**src/rtl/lsu_gated_pkg.sv**
```systemverilog
package lsu_gated_pkg;

    localparam int unsigned XLEN  = 32;
    localparam int unsigned LANES = XLEN / 8;
    localparam int unsigned OFFW  = $clog2(LANES);

    typedef enum logic [1:0] {
        SZ_BYTE = 2'd0,
        SZ_HALF = 2'd1,
        SZ_WORD = 2'd2
    } acc_size_e;

    typedef enum logic [1:0] {
        ST_IDLE,
        ST_REQ,
        ST_WAIT
    } lsu_state_e;

    typedef struct packed {
        logic             we;
        acc_size_e        size;
        logic             sext;
        logic [XLEN-1:0]  addr;
        logic [XLEN-1:0]  wdata;
    } lsu_cmd_t;

    function automatic int unsigned size_bytes(acc_size_e s);
        case (s)
            SZ_BYTE: return 1;
            SZ_HALF: return 2;
            default: return LANES;
        endcase
    endfunction

    function automatic logic [LANES-1:0] size_mask(acc_size_e s);
        case (s)
            SZ_BYTE: return LANES'(1);
            SZ_HALF: return LANES'(3);
            default: return '1;
        endcase
    endfunction

    function automatic logic crosses_word(acc_size_e s, logic [OFFW-1:0] off);
        return (int'(off) + int'(size_bytes(s))) > int'(LANES);
    endfunction

endpackage

```
**src/rtl/lsu_lane_align.sv**
```systemverilog
module lsu_lane_align
    import lsu_gated_pkg::*;
(
    input  acc_size_e         size_i,
    input  logic [OFFW-1:0]   off_i,
    input  logic              hi_part_i,
    input  logic [XLEN-1:0]   wdata_i,
    output logic [LANES-1:0]  be_o,
    output logic [XLEN-1:0]   wdata_o
);
    logic [2*LANES-1:0] be_wide;
    logic [2*XLEN-1:0]  wd_wide;

    always_comb begin
        be_wide = {{LANES{1'b0}}, size_mask(size_i)} << off_i;
        wd_wide = {{XLEN{1'b0}}, wdata_i} << {off_i, 3'b000};
        if (hi_part_i) begin
            be_o    = be_wide[2*LANES-1:LANES];
            wdata_o = wd_wide[2*XLEN-1:XLEN];
        end else begin
            be_o    = be_wide[LANES-1:0];
            wdata_o = wd_wide[XLEN-1:0];
        end
    end
endmodule

```
**src/rtl/lsu_load_merge.sv**
```systemverilog
module lsu_load_merge
    import lsu_gated_pkg::*;
(
    input  logic [XLEN-1:0]  lo_i,
    input  logic [XLEN-1:0]  hi_i,
    input  acc_size_e        size_i,
    input  logic [OFFW-1:0]  off_i,
    input  logic             sext_i,
    output logic [XLEN-1:0]  data_o
);
    logic [XLEN-1:0] aligned;

    always_comb begin
        aligned = XLEN'({hi_i, lo_i} >> {off_i, 3'b000});
        case (size_i)
            SZ_BYTE: data_o = {{(XLEN-8){sext_i & aligned[7]}},   aligned[7:0]};
            SZ_HALF: data_o = {{(XLEN-16){sext_i & aligned[15]}}, aligned[15:0]};
            default: data_o = aligned;
        endcase
    end
endmodule

```
**src/rtl/lsu_gated.sv**
```systemverilog
module lsu_gated
    import lsu_gated_pkg::*;
(
    input  logic              clk,
    input  logic              rst,
    input  logic              cmd_valid_i,
    input  logic              cmd_we_i,
    input  logic [1:0]        cmd_size_i,
    input  logic              cmd_sext_i,
    input  logic [XLEN-1:0]   cmd_addr_i,
    input  logic [XLEN-1:0]   cmd_wdata_i,
    input  logic              perm_fault_i,
    output logic              dbus_req_o,
    input  logic              dbus_gnt_i,
    output logic [XLEN-1:0]   dbus_addr_o,
    output logic              dbus_we_o,
    output logic [LANES-1:0]  dbus_be_o,
    output logic [XLEN-1:0]   dbus_wdata_o,
    input  logic              dbus_rvalid_i,
    input  logic [XLEN-1:0]   dbus_rdata_i,
    input  logic              dbus_err_i,
    output logic              busy_o,
    output logic              done_o,
    output logic [XLEN-1:0]   done_rdata_o,
    output logic              done_fault_o,
    output logic [XLEN-1:0]   done_addr_o
);
    localparam int unsigned WORDW = XLEN - OFFW;

    lsu_state_e      state_q;
    lsu_cmd_t        cmd_q;
    logic            part_q;
    logic            err_q;
    logic            perm_q;
    logic [XLEN-1:0] lo_q;
    logic            done_q;
    logic            fault_q;
    logic [XLEN-1:0] rdata_q;
    logic [XLEN-1:0] faddr_q;

    logic            split;
    logic            last_part;
    logic [WORDW-1:0] word_sel;
    logic [XLEN-1:0] merged;

    assign split     = crosses_word(cmd_q.size, cmd_q.addr[OFFW-1:0]);
    assign last_part = !split || part_q;
    assign word_sel  = cmd_q.addr[XLEN-1:OFFW] + WORDW'(part_q);

    assign dbus_req_o  = (state_q == ST_REQ) && !perm_fault_i;
    assign dbus_addr_o = {word_sel, {OFFW{1'b0}}};
    assign dbus_we_o   = cmd_q.we;
    assign busy_o      = (state_q != ST_IDLE);

    assign done_o       = done_q;
    assign done_fault_o = done_q & fault_q;
    assign done_rdata_o = rdata_q;
    assign done_addr_o  = faddr_q;

    lsu_lane_align u_align (
        .size_i    (cmd_q.size),
        .off_i     (cmd_q.addr[OFFW-1:0]),
        .hi_part_i (part_q),
        .wdata_i   (cmd_q.wdata),
        .be_o      (dbus_be_o),
        .wdata_o   (dbus_wdata_o)
    );

    lsu_load_merge u_merge (
        .lo_i   (split ? lo_q : dbus_rdata_i),
        .hi_i   (dbus_rdata_i),
        .size_i (cmd_q.size),
        .off_i  (cmd_q.addr[OFFW-1:0]),
        .sext_i (cmd_q.sext),
        .data_o (merged)
    );

    always_ff @(posedge clk) begin
        if (rst) begin
            state_q <= ST_IDLE;
            cmd_q   <= '0;
            part_q  <= 1'b0;
            err_q   <= 1'b0;
            perm_q  <= 1'b0;
            lo_q    <= '0;
            done_q  <= 1'b0;
            fault_q <= 1'b0;
            rdata_q <= '0;
            faddr_q <= '0;
        end else begin
            done_q <= 1'b0;
            case (state_q)
                ST_IDLE: begin
                    if (cmd_valid_i) begin
                        cmd_q.we    <= cmd_we_i;
                        cmd_q.size  <= acc_size_e'(cmd_size_i);
                        cmd_q.sext  <= cmd_sext_i;
                        cmd_q.addr  <= cmd_addr_i;
                        cmd_q.wdata <= cmd_wdata_i;
                        part_q      <= 1'b0;
                        err_q       <= 1'b0;
                        perm_q      <= 1'b0;
                        state_q     <= ST_REQ;
                    end
                end
                ST_REQ: begin
                    if (perm_fault_i) begin
                        perm_q <= 1'b1;
                        if (last_part) begin
                            done_q  <= 1'b1;
                            fault_q <= 1'b1;
                            rdata_q <= '0;
                            faddr_q <= cmd_q.addr;
                            state_q <= ST_IDLE;
                        end else begin
                            part_q <= 1'b1;
                        end
                    end else if (dbus_gnt_i) begin
                        state_q <= ST_WAIT;
                    end
                end
                ST_WAIT: begin
                    if (dbus_rvalid_i) begin
                        if (!last_part) begin
                            lo_q    <= dbus_rdata_i;
                            err_q   <= err_q | dbus_err_i;
                            part_q  <= 1'b1;
                            state_q <= ST_REQ;
                        end else begin
                            done_q  <= 1'b1;
                            fault_q <= perm_q | err_q | dbus_err_i;
                            rdata_q <= (perm_q | err_q | dbus_err_i | cmd_q.we) ? '0 : merged;
                            faddr_q <= cmd_q.addr;
                            state_q <= ST_IDLE;
                        end
                    end
                end
                default: state_q <= ST_IDLE;
            endcase
        end
    end

    AST_REQ_HELD: assert property (@(posedge clk) disable iff (rst)
        dbus_req_o && !dbus_gnt_i |=> (dbus_req_o || perm_fault_i) && $stable(dbus_addr_o));

    AST_NO_REQ_ON_FAULT: assert property (@(posedge clk) disable iff (rst)
        perm_fault_i |-> !dbus_req_o);

    AST_ALIGNED_BUS: assert property (@(posedge clk) disable iff (rst)
        dbus_req_o |-> (dbus_addr_o[OFFW-1:0] == '0) && (dbus_be_o != '0));

    AST_DONE_PULSE: assert property (@(posedge clk) disable iff (rst)
        done_o |=> !done_o);

    AST_BUSY_UNTIL_DONE: assert property (@(posedge clk) disable iff (rst)
        $fell(busy_o) |-> done_o);

endmodule

```
**config.mk**
```make
export PLATFORM = sky130hd
export DESIGN_NAME = lsu_gated
export DESIGN_NICKNAME = d
export VERILOG_FILES = /design/src/rtl/lsu_gated_pkg.sv /design/src/rtl/lsu_lane_align.sv /design/src/rtl/lsu_load_merge.sv /design/src/rtl/lsu_gated.sv
export SDC_FILE = /design/constraint.sdc
export NUM_CORES = 1
export LEC_CHECK = 0
export ABC_AREA = 1
export CELL_PAD_IN_SITES_DETAIL_PLACEMENT = 0
export CELL_PAD_IN_SITES_GLOBAL_PLACEMENT = 2
export CORE_MARGIN = 2
export CORE_UTILIZATION = 37
export CTS_CLUSTER_DIAMETER = 120
export DETAILED_ROUTE_END_ITERATION = 6
export DONT_BUFFER_PORTS = 1
export HOLD_SLACK_MARGIN = 0.02
export PLACE_DENSITY = 0.89
export SYNTH_ARGS = -nofsm -noshare
export SYNTH_HDL_FRONTEND = slang
export SYNTH_SLANG_ARGS = --single-unit
```
**constraint.sdc**
```tcl
create_clock -name clk -period 8.8 [get_ports clk]
set_clock_uncertainty 0.15 [all_clocks]
set_input_delay 1.32 -clock clk [delete_from_list [all_inputs] [get_ports clk]]
set_output_delay 1.32 -clock clk [all_outputs]
set_load 0.02 [all_outputs]
```
==> metrics.txt <==
# TYPE chip_impl_metric gauge
chip_impl_metric{name="share_of_async_settable_or_async_resettable_flops_after_synthesis",unit="%"} 0
chip_impl_metric{name="irDropWorstVdd",unit="mV"} 0.1030
chip_impl_metric{name="clock_tree.buffer_depth",unit=""} 2
chip_impl_metric{name="floorplan.die.height",unit="um"} 162.0
chip_impl_metric{name="numPlacedInstances",unit=""} 1606
chip_impl_metric{name="antenna_found_initial",unit=""} 6
chip_impl_metric{name="vias_per_cell",unit=""} 5.281
chip_impl_info{name="run_status",value="finished, final reports clean"} 1
chip_impl_info{name="grt_setup_unrepaired",value="false"} 1
chip_impl_metric{name="seq_area_frac_synth",unit="%"} 37.08
chip_impl_metric{name="post_synth.cell_area_avg",unit="um^2"} 6.764
chip_impl_metric{name="dp_hpwl",unit="mm"} 21.93
chip_impl_metric{name="finalWeightedCongestion",unit=""} 0.8743
chip_impl_metric{name="dr.pass1.iters",unit=""} 5
chip_impl_metric{name="ys_warn_count",unit=""} 0
chip_impl_metric{name="port_buffers",unit=""} 0
chip_impl_metric{name="clock_sink_count",unit=""} 171
chip_impl_metric{name="area_growth_syn_to_layout",unit="%"} 7.521
chip_impl_metric{name="global_router_s_overall_resource_usage",unit="%"} 23.10
chip_impl_info{name="synth-main-ff-cell",value="sky130_fd_sc_hd__dfxtp_1"} 1
chip_impl_info{name="type_of_destination_of_the_critical_path",value="output port"} 1
chip_impl_metric{name="floorplan.core_area",unit="um^2"} 24390
chip_impl_metric{name="tritoncts.num_buffers",unit=""} 17
chip_impl_info{name="hold_class",value="reg2reg"} 1
chip_impl_metric{name="ctsHtreeMaxLevel",unit=""} 4
chip_impl_metric{name="worstPathRequired",unit="ps"} 7330
chip_impl_metric{name="crit_path_max_incr_delay",unit="ps"} 1000
chip_impl_metric{name="stdcell_count",unit=""} 1642
chip_impl_info{name="layout_commonest_cell",value="sky130_fd_sc_hd__nand2_1"} 1
chip_impl_metric{name="layout.nets",unit=""} 1418
chip_impl_metric{name="drive_gt1_share",unit="%"} 7.306
chip_impl_metric{name="overflow",unit=""} 0
chip_impl_metric{name="critical_path_buf_inv_count",unit=""} 2
chip_impl_metric{name="boundaryPins",unit=""} 244
chip_impl_info{name="setup.worst_path.start_class",value="flip-flop"} 1
chip_impl_metric{name="reg2reg_depth",unit=""} 12
chip_impl_metric{name="wl_per_cell",unit="um"} 18.72
chip_impl_metric{name="yosys-mux-area-fraction",unit="%"} 0.2168
chip_impl_metric{name="remaining_drc_errors",unit=""} 0
chip_impl_metric{name="synth_enable_flop_cells",unit=""} 0
chip_impl_metric{name="postLayoutSetupSlackWorst",unit="ps"} 4257
chip_impl_metric{name="cts.repair.resized",unit=""} 0
chip_impl_info{name="worst_path_most_repeated_cell",value="sky130_fd_sc_hd__o21ai_0"} 1
chip_impl_info{name="critical-path-top-delay-family",value="compound AO/OA/AOI/OAI gates"} 1
chip_impl_info{name="mostFrequentLayoutCells",value="sky130_fd_sc_hd__nand2_1 (234), sky130_fd_sc_hd__o21ai_0 (195), sky130_fd_sc_hd__dfxtp_1 (170)"} 1
chip_impl_metric{name="std_cell_rows",unit=""} 57
chip_impl_metric{name="worst_path_clk_slew",unit="ps"} 70
chip_impl_metric{name="die_area",unit="um^2"} 26230
chip_impl_metric{name="post-route-period-util",unit="%"} 51.63
chip_impl_metric{name="pre_cts_ws",unit="ps"} 4384
chip_impl_metric{name="cts_post_setup_buffers_inserted",unit=""} 0
chip_impl_metric{name="synth_simple_gate_area_share",unit="%"} 26.72
chip_impl_metric{name="routed-via-count",unit=""} 8672
chip_impl_metric{name="cap_violations",unit=""} 0
chip_impl_metric{name="drtAntennaViolNets",unit=""} 0
chip_impl_metric{name="tightestPinTransition",unit="ps"} 1055
chip_impl_metric{name="post_synth_fa_ha_maj_area_fraction",unit="%"} 1.437
chip_impl_metric{name="max_freq",unit="MHz"} 220.1
chip_impl_info{name="criticalPathCategory",value="reg2out"} 1
chip_impl_metric{name="grt_first_pass_wirelength",unit="mm"} 47.22
chip_impl_metric{name="setup_total_negative_slack",unit="ps"} 0
chip_impl_metric{name="syn_area",unit="um^2"} 9233
chip_impl_metric{name="static-leakage-power",unit="uW"} 0.003871
chip_impl_metric{name="synth-compound-area-share",unit="%"} 22.75
chip_impl_metric{name="cp.depth",unit=""} 5
chip_impl_metric{name="synth-seq-cells",unit=""} 171
chip_impl_metric{name="synth_cell_types",unit=""} 45
chip_impl_metric{name="post-route-min-period",unit="ps"} 4543
chip_impl_info{name="timing.critical_path.cells",value="inv_1, buf_4, o21ai_0, a21oi_1, o21ai_0"} 1
chip_impl_metric{name="grt_max_degree",unit=""} 119
chip_impl_metric{name="synthesis.instances",unit=""} 1365
chip_impl_info{name="clock-root-buffer",value="sky130_fd_sc_hd__clkbuf_16"} 1
chip_impl_metric{name="hold_slack",unit="ps"} 303.3
chip_impl_metric{name="final_max_slew_viol_count",unit=""} 0
chip_impl_metric{name="first_global_vias",unit=""} 8383
chip_impl_metric{name="setup_viol",unit=""} 0
chip_impl_info{name="synth_top_family_by_area",value="simple AND/OR/NAND/NOR gates"} 1
chip_impl_metric{name="worstHoldPathCells",unit=""} 2
chip_impl_info{name="cp_slowest_cell",value="sky130_fd_sc_hd__dfxtp_4"} 1
chip_impl_metric{name="initial_utilization",unit="%"} 37.85
chip_impl_info{name="cts_tree",value="done"} 1
chip_impl_metric{name="crit_arrival",unit="ps"} 3070
chip_impl_metric{name="finalWirelength",unit="mm"} 30.73
chip_impl_metric{name="power.density_cell_area",unit="nW/um^2"} 258.5
chip_impl_metric{name="initialDrtViolationCount",unit=""} 594
chip_impl_metric{name="synthXorXnorAreaFrac",unit="%"} 2.277
chip_impl_metric{name="report.final.hold_viol_count",unit=""} 0
chip_impl_metric{name="timing.max_slew.rel_slack",unit="%"} 29.66
chip_impl_metric{name="die_width",unit="um"} 162.0
chip_impl_metric{name="worstPathMaxFanout",unit=""} 107
chip_impl_metric{name="ctsHoldBuffers",unit=""} 0
chip_impl_metric{name="clk_latency",unit="ps"} 450
[layout make-up]
cell class	count	area [um^2]
Clock buffer	17	425.4
Timing Repair Buffer	9	67.56
Tap cell	324	405.4
Fill cell	2660	14460
Inverter	120	451.7
Multi-Input combinational cell	982	4946
Sequential cell	171	3427
Antenna cell	4	10.01
Clock inverter	15	193.9
[registers in the layout, indices dropped and copies added (netlist names)]
signal and flops:
done_addr_o 32, done_rdata_o 32, cmd_q 67, dbus_we_o 1
perm_q 1, done_o 1, fault_q 1, lo_q 32
part_q 1, err_q 1, state_q 2
[where the power goes]
part / total [uW] / switching, uW / internal [uW] / leakage, uW
Sequential: 1010 / 146 / 864 / 0.00140
Combinational: 751 / 548 / 203 / 0.00217
Clock: 806 / 371 / 435 / 0.000302
Total: 2570 / 1060 / 1500 / 0.00387
[synthesized netlist by cell type, types with 15 or more instances]
| cell type | n | area (um^2) |
|---|---|---|
| sky130_fd_sc_hd__a21oi_1 | 131 | 655.6 |
| sky130_fd_sc_hd__buf_2 | 22 | 110.1 |
| sky130_fd_sc_hd__clkbuf_1 | 60 | 225.2 |
| sky130_fd_sc_hd__dfxtp_1 | 171 | 3423 |
| sky130_fd_sc_hd__inv_1 | 114 | 427.9 |
| sky130_fd_sc_hd__nand2_1 | 235 | 882.1 |
| sky130_fd_sc_hd__nand2_2 | 15 | 93.84 |
| sky130_fd_sc_hd__nand3_1 | 88 | 440.4 |
| sky130_fd_sc_hd__nand3b_1 | 15 | 112.6 |
| sky130_fd_sc_hd__nor2_1 | 154 | 578.1 |
| sky130_fd_sc_hd__o21ai_0 | 195 | 975.9 |
| sky130_fd_sc_hd__o22ai_1 | 22 | 137.6 |
| sky130_fd_sc_hd__xor2_1 | 15 | 131.4 |
[worst register-to-register path, stage by stage, from the launching register on]
cell and delay, ps:
sky130_fd_sc_hd__dfxtp_4 1000, sky130_fd_sc_hd__ha_1 400, sky130_fd_sc_hd__fa_1 410, sky130_fd_sc_hd__inv_1 70
sky130_fd_sc_hd__nand2_1 90, sky130_fd_sc_hd__nand3_4 230, sky130_fd_sc_hd__nand2_4 350, sky130_fd_sc_hd__nand2_2 270
sky130_fd_sc_hd__nand2_1 410, sky130_fd_sc_hd__inv_1 270, sky130_fd_sc_hd__buf_4 420, sky130_fd_sc_hd__o21ai_0 160
sky130_fd_sc_hd__a21oi_1 160
[path summary, 6_finish.rpt]
kind,startpoint,to,slack [ps]
max reg2reg,cmd_q[32]$_SDFFE_PP0P_,done_addr_o[20]$_SDFFE_PP0P_,4340
min reg2reg,lo_q[14]$_SDFFE_PP0P_,lo_q[14]$_SDFFE_PP0P_,300
min,lo_q[14]$_SDFFE_PP0P_,lo_q[14]$_SDFFE_PP0P_,300
max,cmd_q[32]$_SDFFE_PP0P_,dbus_be_o[0],4260
[per-stage QoR]
stage                     power (uW)  cell area [um^2]  utilization (%)
after detailed placement        1785              9298            38.12
after global routing            2722              9922            40.68
after CTS                       2595              9917            40.66
after global placement          1779              9298            38.12
final                           2566              9927            40.70
after floorplan                 1604              9236                -
[cells by family after synthesis]
group | count (synthesis)
buffers and inverters | 213
AO/OA/AOI/OAI | 391
adder cells (fa/ha/maj) | 10
AND/OR/NAND/NOR | 553
flip-flops | 171
multiplexers | 2
other | 1
XOR/XNOR | 24
[layer usage]
layer	vias up	routed length (um)	part of all wire, %	track usage [%]
li1	4400	-	-	-
met1	3970	12290	40	25.77
met2	250	15000	49	39.85
met3	50	2534	8.2	8.631
met4	2	894	2.9	9.171
met5	-	13	0.042	0
Power figures use the tool's default switching activity.
